**src/rtl/usbphy_pwr_seq.sv**
```systemverilog
module usbphy_pwr_seq #(
  parameter int CLK_MHZ = 100,
  parameter int RST_US  = 10
) (
  input  logic        clk,
  input  logic        rst_n,
  input  logic        init_req,
  input  logic        exit_req,
  input  logic        hs_mode,
  input  logic [2:0]  fsel,
  output logic        bus_req,
  output logic        bus_we,
  output logic [7:0]  bus_addr,
  output logic [31:0] bus_wdata,
  input  logic [31:0] bus_rdata,
  output logic        done
);
  localparam int WAIT_CYCLES = CLK_MHZ * RST_US;
  localparam int CW = $clog2(WAIT_CYCLES + 1);
  localparam logic [31:0] ONES = 32'hFFFF_FFFF;
  localparam logic [31:0] CR_ON = 32'h0018_0013;

  typedef enum logic [2:0] {S_IDLE, S_DISP, S_RD, S_WR, S_WAIT} st_t;
  typedef enum logic [2:0] {K_WR, K_RMW, K_WAIT, K_SKIP, K_END} kind_t;

  st_t st;
  kind_t kind;
  logic          is_exit, mode_hs;
  logic [2:0]    fs;
  logic [3:0]    step;
  logic [CW-1:0] cnt;
  logic [31:0]   hold, clr, set;
  logic [31:0]   ss_set;
  logic          ss_known;

  always_comb begin
    ss_known = 1'b1;
    case (fs)
      3'd7:    ss_set = 32'h0001_9000;
      3'd5:    ss_set = 32'h4403_4000;
      3'd4:    ss_set = 32'h0003_E800;
      3'd3:    ss_set = 32'h4400_1000;
      default: begin ss_set = 32'h0; ss_known = 1'b0; end
    endcase
  end

  always_comb begin
    kind = K_END; bus_addr = 8'h00; clr = ONES; set = 32'h0;
    if (is_exit) begin
      case (step)
        4'd0: begin kind = K_WR;  bus_addr = 8'h08; set = 32'h43; end
        4'd1: begin kind = K_RMW; bus_addr = 8'h10; clr = 32'h0018_0001; end
        4'd2: begin kind = K_RMW; bus_addr = 8'h28; clr = 32'h0; set = 32'hC; end
        default: kind = K_END;
      endcase
    end else begin
      case (step)
        4'd0: begin kind = K_WR;  bus_addr = 8'h14; end
        4'd1: begin kind = K_WR;  bus_addr = 8'h34; end
        4'd2: begin kind = K_WR;  bus_addr = 8'h04; set = 32'h0800_0040; end
        4'd3: begin kind = K_RMW; bus_addr = 8'h1C; clr = 32'h8000_0000; end
        4'd4: begin kind = K_RMW; bus_addr = 8'h30; clr = 32'h0; set = 32'h4; end
        4'd5: if (mode_hs) begin
                kind = K_RMW; bus_addr = 8'h1C; clr = 32'h7C00_0000; set = 32'h2400_0000;
              end else begin
                kind = K_RMW; bus_addr = 8'h20; clr = 32'h1F; set = 32'h1C;
              end
        4'd6: if (mode_hs) begin
                kind = K_RMW; bus_addr = 8'h20; clr = 32'h1F; set = 32'h1C;
              end else begin
                kind = K_RMW; bus_addr = 8'h28; clr = 32'h8;
              end
        4'd7: if (mode_hs) begin kind = K_WR; bus_addr = 8'h08; set = 32'h40; end
              else kind = K_SKIP;
        4'd8: if (mode_hs) begin kind = K_RMW; bus_addr = 8'h28; clr = 32'h4; end
              else kind = K_SKIP;
        4'd9: begin
                kind = K_RMW; bus_addr = 8'h10;
                if (mode_hs) begin
                  clr = 32'hC | CR_ON | 32'hE0;
                  set = 32'hC | CR_ON | {24'h0, fs, 5'h0};
                end else begin
                  clr = 32'hC | CR_ON | (ss_known ? 32'h7F83_F800 : 32'h0);
                  set = 32'hC | CR_ON | ss_set;
                end
              end
        4'd10: kind = K_WAIT;
        4'd11: begin kind = K_WR; bus_addr = 8'h10; set = hold & ~32'h2; end
        default: kind = K_END;
      endcase
    end
  end

  assign bus_req   = (st == S_RD) || (st == S_WR);
  assign bus_we    = (st == S_WR);
  assign bus_wdata = (bus_rdata & ~clr) | set;

  always_ff @(posedge clk) begin
    if (!rst_n) begin
      st <= S_IDLE; step <= '0; cnt <= '0; hold <= '0; done <= 1'b0;
      is_exit <= 1'b0; mode_hs <= 1'b0; fs <= '0;
    end else begin
      done <= 1'b0;
      case (st)
        S_IDLE: if (init_req || exit_req) begin
          is_exit <= !init_req; mode_hs <= hs_mode; fs <= fsel;
          step <= '0; st <= S_DISP;
        end
        S_DISP: case (kind)
          K_WR:   st <= S_WR;
          K_RMW:  st <= S_RD;
          K_WAIT: begin cnt <= CW'(WAIT_CYCLES - 1); st <= S_WAIT; end
          K_SKIP: step <= step + 4'd1;
          default: begin done <= 1'b1; st <= S_IDLE; end
        endcase
        S_RD: st <= S_WR;
        S_WR: begin hold <= bus_wdata; step <= step + 4'd1; st <= S_DISP; end
        S_WAIT: if (cnt == '0) begin step <= step + 4'd1; st <= S_DISP; end
                else cnt <= cnt - 1'b1;
        default: st <= S_IDLE;
      endcase
    end
  end

  logic        prst_armed;
  logic [31:0] prst_cnt;
  always_ff @(posedge clk) begin
    if (!rst_n) begin
      prst_armed <= 1'b0; prst_cnt <= '0;
    end else if (bus_req && bus_we && bus_addr == 8'h10) begin
      prst_armed <= bus_wdata[1]; prst_cnt <= 32'd1;
    end else if (prst_cnt != ONES) begin
      prst_cnt <= prst_cnt + 32'd1;
    end
  end


  prst_width_chk: assert property (@(posedge clk) disable iff (!rst_n)
    (bus_req && bus_we && bus_addr == 8'h10 && !bus_wdata[1] && prst_armed)
      |-> (prst_cnt >= 32'(WAIT_CYCLES)));

  done_pulse_chk: assert property (@(posedge clk) disable iff (!rst_n) done |=> !done);

  rmw_pair_chk: assert property (@(posedge clk) disable iff (!rst_n)
    (bus_req && !bus_we) |=> (bus_req && bus_we && bus_addr == $past(bus_addr)));

  idle_quiet_chk: assert property (@(posedge clk) disable iff (!rst_n)
    done |=> !bus_req);

  link_word_chk: assert property (@(posedge clk) disable iff (!rst_n)
    (bus_req && bus_we && bus_addr == 8'h04) |-> (bus_wdata == 32'h0800_0040));
endmodule

```
**config.mk**
```make
export PLATFORM = sky130hd
export DESIGN_NAME = usbphy_pwr_seq
export DESIGN_NICKNAME = d
export VERILOG_FILES = /design/src/rtl/usbphy_pwr_seq.sv
export SDC_FILE = /design/constraint.sdc
export NUM_CORES = 1
export LEC_CHECK = 0
export CORE_ASPECT_RATIO = 0.75
export CORE_MARGIN = 3
export CORE_UTILIZATION = 51
export DETAILED_ROUTE_END_ITERATION = 16
export PLACE_DENSITY_LB_ADDON = 0.25
export RECOVER_POWER = 100
export SLEW_MARGIN = 25
export SYNTH_ARGS = -nofsm -noshare
export SYNTH_HDL_FRONTEND = slang
export SYNTH_SLANG_ARGS = --single-unit
```
**constraint.sdc**
```tcl
create_clock -name clk -period 2.98 [get_ports clk]
set_input_delay 0.596 -clock clk [delete_from_list [all_inputs] [get_ports clk]]
set_output_delay 0.596 -clock clk [all_outputs]
set_load 0.02 [all_outputs]
```
==> results.ini, run 1 <==
[outcome]
run_status = finished with violations
violations = negative setup slack

[worst_setup_path]
critical_path_class = flop to output port
critPathLaunchType = flop
worstPathArrival_ps = 2400
end_kind = output port
required_ps = 2380
crit_fanout = 5

[detailed_routing]
vias_per_cell = 6.149
wl_per_cell_um = 18.13
drt_pass1_iterations = 6
first_iter_violations = 348
drt.antenna.violating_nets = 0
via_count = 4298
finalWirelength_mm = 12.67
drc_errors = 0

[floorplan]
die_x_um = 103.4
rows = 25
die_area_um2 = 8171
core_um2 = 6600
initial_core_util = 0.5496
io_pins = 83
die_h_um = 79.04

[synthesis]
ys_types = 79
yosysSeqAreaShare = 0.2980
ys_top_cells_by_count = 58 x nand2_1, 54 x dfxtp_1, 49 x o21ai_0, 33 x a21oi_1, 24 x nor2_1
synth_ff_type = dfxtp_1
ys_warn_count = 0
yosysMostFrequentCell = nand2_1
synthesis.area_um2 = 3627
ys_top_cells_by_area = dfxtp_1 30%, o21ai_0 6.8%, nand2_1 6.0%
synthArstFlopShare = 0
synth_cells = 464
syn_area_per_cell_um2 = 7.817
synth_top_area_share = 0.2980
yosysTopAreaCell = dfxtp_1
synth_edf_count = 0
ys_seq_elements = 54

[min_path]
min_path_type = flop to flop

[job]
max-cap-violations = 0

[global_routing]
grt_pass1_wl_mm = 20.00
grt_overflow = 0
grt_pass1_vias = 4066
grt_max_degree = 33
antenna_found_initial = 0
grt_usage = 0.3042

[final_layout]
num_antenna_cells = 0
multi_input_area_um2 = 2566
ff_latch_area_um2 = 1085
nets = 649
final_area_um2 = 5346
fill_cells = 457
synthToLayoutAreaGrowth_pct = 47.40
drive_gt1_frac = 0.3190

[timing]
finalCriticalPeriod_ps = 2997
clock_skew_ps = 10.37
drv_slew = 0
timing.hold.ws_ps = 487.2
timing.fmax_mhz = 333.7
max_slew.worst_pin.slew_ps = 739.7
hold_violations = 0
grt_setup_unrepaired = true
final-setup-viol-count = 3
worst_slack_ps = -16.78
slew_headroom = 0.5058
post-route-period-util = 1.006

[clock_network]
cts_tree = yes
cts_buffers = 5
cts.path.max_buffers = 2
clkLatencyLatePin_ps = 320
root_buffer = clkbuf_8
htree_levels = 2
postCtsHoldBufs = 0
clock-sinks = 54
cts.clk_slew.worst_paths_ps = 110

[placement]
dpl.hpwl_mm = 8.921
dpl_cell_area_um2 = 4961
port_buffers = 78
place_congestion = 0.9485

[power]
peakVddDrop_v = 0.0002190
p_leak_uw = 0.002231
total_power_uw = 2045
p_per_area_nw_per_um2 = 382.5

kinds of logic (layout without fill, tap and decap cells):
logic type,after synthesis,after routing,synth area share
flops,54,54,0.2980
simple gates,157,157,0.2377
mux,4,4,0.01138
xor+xnor,6,6,0.01449
other cells,1,4,0.001034
fa+ha+maj,5,5,0.01725
buf+inv,55,193,0.07071
compound gates,182,182,0.3494
final timing paths:
kind	start	end	slack, ps	cells past startpoint
setup / recovery	step[1]	bus_wdata[23]	-20	8
hold / removal	cnt[1]	cnt[1]	490	2
setup reg to reg	step[1]	step[0]	610	8
hold reg to reg	cnt[1]	cnt[1]	490	2
sequential cells by signal, summed over array words and instances, names as in the netlist:
name     count
cnt         10
done         1
step         4
mode_hs      1
is_exit      1
st           3
hold        31
fs           3
critical path, stage by stage, from the launching register on:
cell       delay [ps]
dfxtp_2           350
buf_6             120
ha_4              170
or4b_4            570
o2111ai_4         160
nor4_4            120
or2_4             270
a22o_1            190
buf_6             130
timing repair:
item / 4_1_cts / 5_1_grt
gates resized for setup: 168 / 69
endpoints found under the setup margin: 36 / 34
setup buffers: 4 / 6
pin swaps: 9 / 6
layout make-up:
class | count | share of cell area
Sequential cell | 54 | 0.2029
Timing Repair Buffer | 169 | 0.2612
Inverter | 16 | 0.01123
Multi-Input combinational cell | 358 | 0.4800
Tap cell | 94 | 0.02200
Clock buffer | 6 | 0.01545
Clock inverter | 2 | 0.007255
layout by cell type, fill, tap and decap left out, drive strengths merged, types with 16 or more instances in the layout:
cell	instances
o21ai	49
a21oi	34
nor2	24
inv	16
clkdlybuf4s50	39
a22o	18
nand2	58
a31oi	19
dfxtp	54
buf	119
through the flow:
stage / setup TNS [ps] / setup slack, ps / util / std cells
2_1_floorplan: 0 / 198.0 / - / 467
3_3_place_gp: -4136 / -387.4 / 0.7517 / 681
3_5_place_dp: -5310 / -460.3 / 0.7517 / 681
4_1_cts: -74.40 / -35.30 / 0.7945 / 693
5_1_grt: -594.6 / -75.75 / 0.8100 / 699
6_report: -41.42 / -16.78 / 0.8100 / 699
power by group:
part	switching, µW	internal (µW)	total (µW)
combinational	382	319	702
sequential	40.5	759	800
clock	266	277	543
total	689	1360	2040
per-layer routing:
layer  GRT usage  wire [µm]
met5           0          0
met3     0.05619       1043
met1      0.4293       5508
met4     0.07762        180
met2      0.4752       5941
(Power assumes the default switching activity.)
==> run 2, diff against run 1 <==
--- a/config.mk
+++ b/config.mk
@@ -7,7 +7,7 @@
 export LEC_CHECK = 0
 export CORE_ASPECT_RATIO = 0.75
 export CORE_MARGIN = 3
-export CORE_UTILIZATION = 51
+export CORE_UTILIZATION = 46
 export DETAILED_ROUTE_END_ITERATION = 16
 export PLACE_DENSITY_LB_ADDON = 0.25
 export RECOVER_POWER = 100
==> constraint.sdc (replaced) <==
create_clock -name clk -period 2.7 [get_ports clk]
set_input_delay 0.54 -clock clk [delete_from_list [all_inputs] [get_ports clk]]
set_output_delay 0.54 -clock clk [all_outputs]
set_load 0.02 [all_outputs]
==> run 2 against run 1 <==
The run still ends with negative setup slack left. Utilization down 7.5 points. Worst hold slack worse by 10 ps. Via count up 2.2%. Register-to-register slack worse by 730 ps. Cell count is 2.9% higher. Setup slack got worse by 230 ps. First-iteration DRC count increased by 1.1%. Combinational power rose by 18%. Power up 7.8%. Sequential power up 10%. Clock skew fell by 1.7 ps.
==> results.ini, run 2 (synthesis gave the netlist of run 1 again) <==
[clock_network]
cts.clk_slew.worst_paths_ps = 110  ; about the same
cts.path.max_buffers = 2  ; unchanged
clkLatencyLatePin_ps = 310  ; about the same
cts_buffers = 5  ; unchanged
root_buffer = clkbuf_8
postCtsHoldBufs = 0  ; unchanged
htree_levels = 2  ; unchanged
cts_tree = yes
clock-sinks = 54  ; unchanged

[timing]
hold_violations = 0  ; unchanged
slew_headroom = 0.5751  ; +0.06929
post-route-period-util = 1.092
grt_setup_unrepaired = true
worst_slack_ps = -248.5  ; -231.7 ps
final-setup-viol-count = 34  ; +31
clock_skew_ps = 8.663  ; -1.711 ps
max_slew.worst_pin.slew_ps = 635.9  ; -103.7 ps
finalCriticalPeriod_ps = 2949
timing.fmax_mhz = 339.2
drv_slew = 0  ; unchanged

[detailed_routing]
finalWirelength_mm = 12.98  ; +2.4%
drt.antenna.violating_nets = 0  ; unchanged
wl_per_cell_um = 18.06  ; -0.41%
via_count = 4393  ; +2.2%
vias_per_cell = 6.110  ; -0.63%
drc_errors = 0  ; unchanged
first_iter_violations = 352  ; +1.1%
drt_pass1_iterations = 5  ; -1

[floorplan]
io_pins = 83  ; unchanged
core_um2 = 7500  ; +14%
rows = 27  ; +8.0%
die_x_um = 108.5  ; +5.0%
initial_core_util = 0.4837  ; -0.06592
die_h_um = 82.90  ; +4.9%
die_area_um2 = 8998  ; +10%

[final_layout]
finalNonFillerCells = 719  ; +2.9%
final_common_cell = buf_4
final_cell_mix = 99 x buf_4, 57 x nand2_1, 51 x dfxtp_1, 41 x clkdlybuf4s50_1, 32 x a21oi_1
ff_latch_area_um2 = 1087  ; +0.23%
drive_gt1_frac = 0.3382  ; +0.01918
fill_cells = 569  ; +25%
top_register = hold
largest_reg_flops = 31  ; unchanged
reg_top3 = hold (31), cnt (10), step (4)
synthToLayoutAreaGrowth_pct = 52.05
multi_input_area_um2 = 2571  ; +0.20%
num_antenna_cells = 0  ; unchanged
nets = 662  ; +2.0%

[worst_setup_path]
critical_path_class = flop to output port
required_ps = 2160  ; -220 ps
ff2ff_path_depth = 16  ; +8
rr_endpoint = hold[14]
r2r_slack_ps = -120  ; -730 ps
critPathLaunchType = flop
endpoint = bus_wdata[18]
crit_fanout = 7  ; +2
critPathLaunch = step[0]
end_kind = output port
worstPathArrival_ps = 2410  ; about the same
rr_startpoint = step[1]

[global_routing]
grt_pass1_wl_mm = 20.07  ; +0.34%
grt_overflow = 0  ; unchanged
grt_max_degree = 33  ; unchanged
grt_pass1_vias = 4021  ; -1.1%
antenna_found_initial = 0  ; unchanged
grt_usage = 0.2685  ; -0.03574

[placement]
port_buffers = 78  ; unchanged
place_congestion = 0.8996  ; -5.2%
placedCellCount = 689  ; +1.2%
dpl.hpwl_mm = 8.789  ; -1.5%
place_ws_ps = -591.2  ; -130.9 ps

[min_path]
min_path_type = flop to flop

[power]
peakVddDrop_v = 0.0003036  ; +39%
p_leak_uw = 0.002296  ; +2.9%
p_per_area_nw_per_um2 = 399.6  ; +4.5%

[job]
max-cap-violations = 0  ; unchanged

[outcome]
violations = negative setup slack
run_status = finished with violations

==> run 2: worst min-delay path by stage <==
| stage | depth (start not counted) | end | startpoint | slack, ps |
|---|---|---|---|---|
| after global placement | 2 | hold[31] | hold[31] | 430 |
| after detailed placement | 2 | hold[31] | hold[31] | 450 |
| after global routing | 2 | hold[31] | hold[31] | 500 |
| final | 2 | hold[31] | hold[31] | 480 |
| after floorplan | 2 | hold[31] | hold[31] | 420 |
| after CTS | 2 | hold[31] | hold[31] | 480 |
==> run 2: area by class of cell <==
type	count	area share
clock buffer	5	0.01248
clock inverter	3	0.005218
inverter	16	0.01134
multi-input combinational	358	0.4662
sequential	54	0.1971
tap	101	0.02291
timing repair buffer	182	0.2847
==> run 2: what timing repair did <==
action / 4_1_cts / 5_1_grt
pin swaps: 16 / 16
cloned: 0 / 0
resized for setup: 231 / 40
setup buffers: 14 / 10
setup endpoints to repair: 36 / 37
==> run 2: report_power, final <==
group | switching [µW] | leakage, µW | internal, µW
registers | 45.7 | 0.000439 | 839
logic | 437 | 0.00181 | 390
clock network | 300 | 0.0000502 | 193
total | 782 | 0.00230 | 1420
==> run 2: critical path, stage by stage (launching register included) <==
cell and delay [ps]:
dfxtp_4 380, buf_12 130, ha_4 180, or4b_4 520, o2111ai_4 150, buf_6 160, a21oi_4 80, buf_6 130
a22o_1 220, buf_6 140
==> run 2: layer usage <==
metal / global-route usage / routed length [µm]
met1: 0.3762 / 5709
met2: 0.4307 / 6006
met3: 0.04118 / 977
met4: 0.06651 / 290
met5: 0 / 0
==> run 2: through the flow <==
stage          instance area, µm²  setup TNS (ps)  utilization  power [µW]  hold WS [ps]
3_3_place_gp                 4991          -10010       0.6655        1572         434.0
3_5_place_dp                 4991          -13080       0.6655        1589         454.9
5_1_grt                      5515           -7823       0.7354        2308         498.2
4_1_cts                      5326           -3467       0.7102        2137         479.2
2_1_floorplan                3640               0            -        1271         424.9
6_report                     5515           -5279       0.7354        2204         476.9
==> run 3, diff against run 2 <==
--- a/config.mk
+++ b/config.mk
@@ -7,7 +7,7 @@
 export LEC_CHECK = 0
 export CORE_ASPECT_RATIO = 0.75
 export CORE_MARGIN = 3
-export CORE_UTILIZATION = 46
+export CORE_UTILIZATION = 55
 export DETAILED_ROUTE_END_ITERATION = 16
 export PLACE_DENSITY_LB_ADDON = 0.25
 export RECOVER_POWER = 100
==> constraint.sdc (replaced) <==
create_clock -name clk -period 3.6 [get_ports clk]
set_input_delay 0.54 -clock clk [delete_from_list [all_inputs] [get_ports clk]]
set_output_delay 0.54 -clock clk [all_outputs]
set_load 0.02 [all_outputs]
==> run 3 against run 2 <==
The flow now finishes without violations. Via count decreased by 8.8%. Setup slack improved by 320 ps. Sequential share of layout area increased by 3.8 points. Sequential power decreased by 25%. Die area decreased by 15%. Cell area decreased by 16%. Critical endpoint is now bus_wdata[7]. Largest cell class unchanged.
==> results.ini, run 3 (synthesis gave the netlist of run 1 again) <==
[detailed_routing]
via_count = 4008  ; -8.8%
vias_per_cell = 6.549  ; +7.2%
finalWirelength_mm = 11.48  ; -12%
wl_per_cell_um = 18.76  ; +3.9%
drt.antenna.violating_nets = 0  ; unchanged
drt_pass1_iterations = 5  ; unchanged
drc_errors = 0  ; unchanged
first_iter_violations = 449  ; +28%

[power]
peakVddDrop_v = 0.0001965  ; -35%
p_per_area_nw_per_um2 = 325.7  ; -19%
p_leak_uw = 0.001800  ; -22%
total_power_uw = 1503  ; -32%

[clock_network]
cts.clk_slew.worst_paths_ps = 100  ; about the same
clock-sinks = 54  ; unchanged
root_buffer = clkbuf_8
cts_buffers = 5  ; unchanged
htree_levels = 2  ; unchanged
cts.path.max_buffers = 2  ; unchanged
cts_tree = yes
clkLatencyLatePin_ps = 310  ; about the same

[worst_setup_path]
cpMostUsedCell = inv_1
slowest_delay_ps = 600  ; +80 ps
critPathLaunchType = flop
crit_fanout = 7  ; unchanged
end_kind = output port
worstPathCellList = inv_1, ha_2, o21ba_2, o2111ai_4, o32ai_1, a2bb2oi_1, inv_1, clkdlybuf4s50_1
critical_path_class = flop to output port
worstPathArrival_ps = 2990  ; +580 ps
required_ps = 3060  ; +900 ps
cp_slowest_cell = clkdlybuf4s50_1

[placement]
dpl_cell_area_um2 = 4483  ; -10%
dpl.hpwl_mm = 8.344  ; -5.1%
place_ws_ps = 30.27  ; +621.5 ps
port_buffers = 78  ; unchanged
place_congestion = 1.013  ; +13%

[global_routing]
grt_pass1_vias = 3874  ; -3.7%
antenna_found_initial = 0  ; unchanged
grt_max_degree = 33  ; unchanged
grt_overflow = 0  ; unchanged
grt_pass1_wl_mm = 19.08  ; -5.0%
grt_usage = 0.3020  ; +0.03352

[timing]
timing.hold.ws_ps = 476.3  ; -0.6590 ps
max_slew.worst_pin.slew_ps = 734.8  ; +98.90 ps
grt_setup_unrepaired = false
finalCriticalPeriod_ps = 3530
hold_violations = 0  ; unchanged
slew_headroom = 0.5090  ; -0.06608
drv_slew = 0  ; unchanged
clock_skew_ps = 6.914  ; -1.749 ps
worst_slack_ps = 70.24  ; +318.8 ps
post-route-period-util = 0.9805
setup_tns_ps = 0  ; +5279 ps
timing.fmax_mhz = 283.3
final-setup-viol-count = 0  ; -100%

[job]
max-cap-violations = 0  ; unchanged

[final_layout]
drive_gt1_frac = 0.1011  ; -0.2371
reg_top3 = hold (31), cnt (10), step (4)
largest_reg_flops = 31  ; unchanged
final_cell_mix = 58 x nand2_1, 54 x clkdlybuf4s50_1, 51 x dfxtp_1, 47 x o21ai_0, 33 x a21oi_1
final_area_um2 = 4616  ; -16%
final_common_cell = nand2_1
nets = 578  ; -13%
num_antenna_cells = 0  ; unchanged
synthToLayoutAreaGrowth_pct = 27.25
top_register = hold

[floorplan]
die_area_um2 = 7615  ; -15%
die_h_um = 76.33  ; -7.9%
rows = 24  ; -11%
core_um2 = 6096  ; -19%
initial_core_util = 0.5950  ; +0.1114
io_pins = 83  ; unchanged
die_x_um = 99.77  ; -8.1%

[min_path]
min_path_type = flop to flop

[outcome]
run_status = finished, final reports clean

## run 3: cell count changes in the layout (fill, tap and decap cells not counted), sizes merged
cell	delta
buf	-120
dlygate4sd3	+16
clkdlybuf4s50	+13
clkbuf	+7
clkinv	-1
clkinvlp	+1
dlymetal6s2s	+1
inv	-1
## run 3: final cells by class
type | instances | area, µm²
Tap cell | 78 | 97.59
Clock inverter | 2 | 12.51
Timing Repair Buffer | 98 | 904.6
Fill cell | 465 | 1480
Multi-Input combinational cell | 358 | 2374
Clock buffer | 6 | 82.58
Inverter | 16 | 60.06
Sequential cell | 54 | 1085
## run 3: path summary, 6_finish.rpt
| check | slack (ps) | end | start | cells after the start |
|---|---|---|---|---|
| setup reg to reg | 1040 | cnt[1] | step[0] | 8 |
| hold reg to reg | 480 | hold[31] | hold[31] | 2 |
| hold / removal | 480 | hold[31] | hold[31] | 2 |
| setup / recovery | 70 | bus_wdata[7] | step[1] | 8 |
## run 3: what timing repair did
item / in CTS / in global routing
buffers inserted: 0 / 0
hold buffers: 0 / 0
gates cloned: 0 / 0
endpoints found under the setup margin: 19 / 23
gates resized for setup: 7 / 22
## run 3: layer usage
layer	wire, µm	global-route usage	part of all wire	vias up
met4	201	0.08595	0.018	0
met3	1259	0.05489	0.11	29
met1	4855	0.4262	0.42	1857
met5	0	0	0	-
li1	-	-	-	1859
met2	5167	0.4694	0.45	263
## run 3: metrics by stage
step                      utilization  instances
final                          0.7572        612
after global routing           0.7572        612
after detailed placement       0.7354        604
after CTS                      0.7586        612
after floorplan                     -        467
after global placement         0.7354        604
## run 3: worst max-delay path: cells and delay by family, from the launching register on
family / cells / cell delay (ps)
DFF: 1 / 360
buffers and inverters: 3 / 840
AOI/OAI and AO/OA: 4 / 1180
adders and majority gates: 1 / 310
## run 3: where the power goes
group          switching (µW)  internal (µW)  leakage (µW)
clock network             209            155     0.0000472
logic                     276            198       0.00131
registers                37.3            628      0.000439
